**config.mk**
```make
export PLATFORM = sky130hd
export DESIGN_NAME = retrig_strobe_timer
export DESIGN_NICKNAME = d
export VERILOG_FILES = /design/src/rtl/strobe_timer_pkg.sv /design/src/rtl/strobe_gate_cap.sv /design/src/rtl/strobe_cnt_dec.sv /design/src/rtl/retrig_strobe_timer.sv
export SDC_FILE = /design/constraint.sdc
export NUM_CORES = 1
export LEC_CHECK = 0
export ABC_AREA = 0
export BUFFER_PORTS_ARGS = -buffer_cell sky130_fd_sc_hd__buf_4
export CAP_MARGIN = 15
export CELL_PAD_IN_SITES_DETAIL_PLACEMENT = 1
export CELL_PAD_IN_SITES_GLOBAL_PLACEMENT = 1
export CORE_MARGIN = 8
export CORE_UTILIZATION = 45
export DETAILED_ROUTE_END_ITERATION = 10
export GPL_TIMING_DRIVEN = 1
export PLACE_DENSITY = 0.8
export SLEW_MARGIN = 5
export SYNTH_ARGS = -nofsm -noshare
export SYNTH_HDL_FRONTEND = slang
export SYNTH_SLANG_ARGS = --single-unit
```
**constraint.sdc**
```tcl
create_clock -name clk -period 4.6 [get_ports clk]
set_clock_uncertainty 0.05 [all_clocks]
set_input_delay 0 -clock clk [delete_from_list [all_inputs] [get_ports clk]]
set_output_delay 0 -clock clk [all_outputs]
set_load 0.01 [all_outputs]
```
**src/rtl/strobe_timer_pkg.sv**
```systemverilog
package strobe_timer_pkg;

    typedef enum logic [1:0] {
        ST_IDLE,
        ST_RUN,
        ST_STROBE,
        ST_FREE
    } strobe_state_e;

endpackage

```
**src/rtl/strobe_gate_cap.sv**
```systemverilog
// Synchronises the gate, detects its rising edge and holds the trigger
// pending until a count tick samples it.
module strobe_gate_cap #(
    parameter int SYNC_STAGES = 2
) (
    input  logic clk,
    input  logic rst_n,
    input  logic gate_in,
    input  logic sample,
    input  logic clr,
    output logic pend
);

    logic [SYNC_STAGES-1:0] sync_q;
    logic                   prev_q;
    logic                   rise;

    always_ff @(posedge clk or negedge rst_n) begin
        if (!rst_n) begin
            sync_q <= '0;
            prev_q <= 1'b0;
        end else begin
            sync_q <= {sync_q[SYNC_STAGES-2:0], gate_in};
            prev_q <= sync_q[SYNC_STAGES-1];
        end
    end

    assign rise = sync_q[SYNC_STAGES-1] & ~prev_q;

    always_ff @(posedge clk or negedge rst_n) begin
        if (!rst_n) begin
            pend <= 1'b0;
        end else if (clr) begin
            pend <= 1'b0;
        end else if (rise) begin
            pend <= 1'b1;
        end else if (sample) begin
            pend <= 1'b0;
        end
    end

endmodule

```
**src/rtl/strobe_cnt_dec.sv**
```systemverilog
// Combinational down-step of the count, binary or one BCD digit per nibble.
module strobe_cnt_dec #(
    parameter int CNT_W = 16
) (
    input  logic [CNT_W-1:0] cur,
    input  logic             bcd,
    output logic [CNT_W-1:0] nxt
);

    localparam int DIGITS = CNT_W / 4;

    logic [DIGITS:0]     borrow;
    logic [CNT_W-1:0]    bcd_nxt;

    assign borrow[0] = 1'b1;

    for (genvar g = 0; g < DIGITS; g++) begin : g_digit
        logic [3:0] d;
        assign d = cur[4*g +: 4];
        assign borrow[g+1] = borrow[g] & (d == 4'd0);
        always_comb begin
            if (!borrow[g]) begin
                bcd_nxt[4*g +: 4] = d;
            end else if (d == 4'd0) begin
                bcd_nxt[4*g +: 4] = 4'd9;
            end else begin
                bcd_nxt[4*g +: 4] = d - 4'd1;
            end
        end
    end

    assign nxt = bcd ? bcd_nxt : (cur - {{(CNT_W-1){1'b0}}, 1'b1});

endmodule

```
**src/rtl/retrig_strobe_timer.sv**
```systemverilog
module retrig_strobe_timer
    import strobe_timer_pkg::*;
#(
    parameter int CNT_W       = 16,
    parameter int SYNC_STAGES = 2
) (
    input  logic             clk,
    input  logic             rst_n,
    input  logic             cnt_en,
    input  logic             gate_in,
    input  logic [CNT_W-1:0] ld_val,
    input  logic             ld_we,
    input  logic             cfg_rst,
    input  logic             bcd_sel,
    output logic             out_n
);

    localparam logic [CNT_W-1:0] CNT_ONE = {{(CNT_W-1){1'b0}}, 1'b1};

    strobe_state_e    state_q, state_d;
    logic [CNT_W-1:0] cnt_q, cnt_d, cnt_dec;
    logic [CNT_W-1:0] init_q;
    logic             trig_pend;

    strobe_gate_cap #(.SYNC_STAGES(SYNC_STAGES)) u_gate (
        .clk     (clk),
        .rst_n   (rst_n),
        .gate_in (gate_in),
        .sample  (cnt_en),
        .clr     (cfg_rst),
        .pend    (trig_pend)
    );

    strobe_cnt_dec #(.CNT_W(CNT_W)) u_dec (
        .cur (cnt_q),
        .bcd (bcd_sel),
        .nxt (cnt_dec)
    );

    // Initial value register; only read when a trigger loads it.
    always_ff @(posedge clk or negedge rst_n) begin
        if (!rst_n) begin
            init_q <= '0;
        end else if (ld_we) begin
            init_q <= ld_val;
        end
    end

    // State register
    always_ff @(posedge clk or negedge rst_n) begin
        if (!rst_n) begin
            state_q <= ST_IDLE;
            cnt_q   <= '0;
        end else begin
            state_q <= state_d;
            cnt_q   <= cnt_d;
        end
    end

    // Next state
    always_comb begin
        state_d = state_q;
        cnt_d   = cnt_q;
        if (cfg_rst) begin
            state_d = ST_IDLE;
        end else if (cnt_en) begin
            if (trig_pend) begin
                cnt_d   = init_q;
                state_d = ST_RUN;
            end else begin
                unique case (state_q)
                    ST_IDLE: begin
                        state_d = ST_IDLE;
                    end
                    ST_RUN: begin
                        cnt_d = cnt_dec;
                        if (cnt_q == CNT_ONE) begin
                            state_d = ST_STROBE;
                        end
                    end
                    ST_STROBE: begin
                        cnt_d   = cnt_dec;
                        state_d = ST_FREE;
                    end
                    ST_FREE: begin
                        cnt_d = cnt_dec;
                    end
                    default: begin
                        state_d = ST_IDLE;
                    end
                endcase
            end
        end
    end

    // Outputs
    always_comb begin
        out_n = (state_q != ST_STROBE);
    end

endmodule

```
==> reports/qor.txt <==
Worst slew pin tran = 0.990 ns
Startpoint class of the critical path = flip-flop
Critical path arrival = 3.23 ns
Setup CP Type = reg -> reg
Req. time, crit path = 4.69 ns
I/O Buffers = 23
Vias = 1830
Placed Cells = 285
CTS sink cnt = 38
Clock latency on the worst-skew pair = 0.29 ns
Fin nets = 287
RR Startpoint = u_gate.pend
Warnings, synthesis = 0
Mapped Cells = 222
CTS Buf Count = 5
Syn avg cell area = 9.60 um2
Max-capacitance violation count = 0
Drc violations = 0
Final hold violation count = 0
Via/cell ratio = 5.90
Async set-reset flop share out of synthesis = 100%
Reg2reg setup slack = 1.46 ns
Part of the Yosys area used for sequential elements = 44.6%
Die area = 7200 um2
TritonCTS clock tree = done
Post-CTS Repair Setup Buffers = 0
Initial antenna violation count = 0
Initial Util = 45.7%
Wire per inst = 17.7 um
Unrepaired setup endpoints after global routing = false
Row cnt = 25
Fin crit period = 3.14 ns
RR Endpoint = cnt_q[12]
Post-cts resize count = 0
Post-route ant nets = 0
Post-synth net total = 252
CTS Root Cell = clkbuf_8
Setup TNS = 0 ns
P_leak = 1.09 nW
Fin cells = 310
Setup Viol. Count Final = 0
RD Place Congestion = 0.805
Drt pass-1 iters = 4
Outcome = completed
Largest net degree at the start of global routing = 39
Ant diodes = 0
# IOs = 24
Critical-path top delay cell = dfrtp_1
F_max = 0.319 GHz
PwrDens = 434 nW/um2
Clock Pin Slew Worst Setup and Hold Paths = 0.07 ns
Max VDD drop = 0.198 mV
Final Slew Violations = 0
Hpwl dp = 3660 um
Tcrit/Tclk final = 68.2%
Most frequent CP cell = nor2b_1
Synth Cell Area = 2130 um2
Total core area = 4660 um2
Worst Path Max Fanout = 30
Hold Path Origin = ld_we
CP Capture Type = flip-flop
H-tree depth = 2
Ratio of cells with drive above 1 in the final layout = 18.4%
Die Y = 84.8 um
Hold Path Class = in -> reg
Overflow left after global routing = 0
DRT Wirelength = 5470 um
Die width = 84.8 um
Top FF cell, synth = dfrtp_1
CP peak stage delay = 0.99 ns
Reg2reg path depth = 6
First-pass GRT wire length = 9390 um
Initial DRC count = 96
Hold EP = init_q[9]
Hold depth = 3
Worst-path cell chain = inv_1, a211oi_1, buf_4, nor2b_1, nor2b_1, a31oi_1
Yosys reg bits = 38
Area delta synth->final = 21.2%
Max-Slew Margin vs Limit = 33.5%
EDFF count, synth = 0
Clock tree buffer depth = 2
Util after Layout = 55.4%
Unique cell type count in the Yosys netlist = 46
Global Route Usage Sum = 16.2%
Number of global-route vias before repair = 1936
[Yosys cell counts, types with 4 or more instances]
library cell  number  area (um2)
a21oi_1           10        50.1
ha_1               7        87.6
nor2_1            14        52.6
nor3_1             9        45.0
nand4_1            4        25.0
o21ai_0           19        95.1
clkbuf_1          10        37.5
o31ai_1            4        30.0
inv_1             12        45.0
dfrtp_1           38         951
mux2_2            13         146
nand2_1           22        82.6
a31oi_1            7        43.8
a22oi_1            4        30.0
[worst max path at each step]
stage                     cells past startpoint        end         from
after global routing                          6  cnt_q[12]  u_gate.pend
final                                         6  cnt_q[12]  u_gate.pend
after floorplan                               7   cnt_q[6]     cnt_q[0]
after detailed placement                      6  cnt_q[12]  u_gate.pend
after global placement                        6  cnt_q[12]  u_gate.pend
after CTS                                     6  cnt_q[12]  u_gate.pend
[cell families (layout without fill, tap and decap cells)]
group,Yosys count,count (layout),synth area share [%]
DFF,38,38,44.6
adders and majority gates,7,7,4.11
xor gates and xnor gates,1,1,0.411
buffers and inverters,27,61,5.34
and+or+nand+nor,68,68,17.3
muxes,15,15,7.81
AOI/OAI and AO/OA,66,66,20.5
[sequential cells by signal (all words and copies together), names as in the netlist]
signal         flops
u_gate.sync_q      2
u_gate.pend        1
u_gate.prev_q      1
state_q            2
cnt_q             16
init_q            16
[cell usage in the layout (no fill, tap or decap), types with 2 or more instances in the layout]
cell,n
inv_1,12
o221ai_1,2
o21ai_0,19
clkbuf_8,6
a21o_1,2
a21oi_1,10
a31oi_1,7
nor2b_1,2
ha_1,7
mux2_2,13
a22oi_1,4
nor3_1,9
nand2_1,22
dlygate4sd3_1,19
nor3b_1,3
o31ai_1,4
nand3_1,3
nand4_1,4
nor4_4,2
a22o_1,2
buf_4,24
nor2_1,14
nor4b_1,2
nor4_1,2
a211oi_1,2
o41ai_1,2
a32o_1,2
mux2i_1,2
dfrtp_1,38
[what timing repair did]
| action | 4_1_cts | 5_1_grt |
|---|---|---|
| hold buffers | 19 | 0 |
| endpoints found under the setup margin | 0 | 0 |
| endpoints found under the hold margin | 58 | 0 |
[worst max-delay path, delay by kind of cell, from the launching register on]
| kind | cells | cell delay [ns] |
|---|---|---|
| AO/OA/AOI/OAI | 2 | 0.48 |
| AND/OR/NAND/NOR | 2 | 0.72 |
| buffers and inverters | 2 | 0.75 |
| flip-flops | 1 | 0.99 |
[routing by layer]
metal | global-route usage [%] | wire length [um]
met1 | 19.5 | 2470
met2 | 27.3 | 2670
met3 | 4.05 | 230
met4 | 5.66 | 104
met5 | 0 | 0
[power breakdown]
group,internal (mW),switching [mW]
Combinational,0.165,0.189
Clock,0.116,0.110
Sequential,0.411,0.130
Total,0.692,0.429
[final cells by class]
| type | count | area, um2 |
|---|---|---|
| sequential | 38 | 951 |
| multi-input combinational | 157 | 1070 |
| tap | 54 | 67.6 |
| inverter | 12 | 45.0 |
| fill | 531 | 2080 |
| clock buffer | 6 | 82.6 |
| timing repair buffer | 43 | 370 |
[stage by stage]
step                      hold slack, ns  instance area (um2)  power [mW]  setup WS [ns]
after floorplan                   -0.346                 2130       0.790           2.76
after CTS                         0.0519                 2580        1.13           1.46
after global routing              0.0737                 2580        1.20           1.24
after global placement           -0.0544                 2310       0.865           1.73
final                             0.0516                 2580        1.12           1.46
after detailed placement         -0.0488                 2310       0.883           1.54
Power figures use the tool's default switching activity.
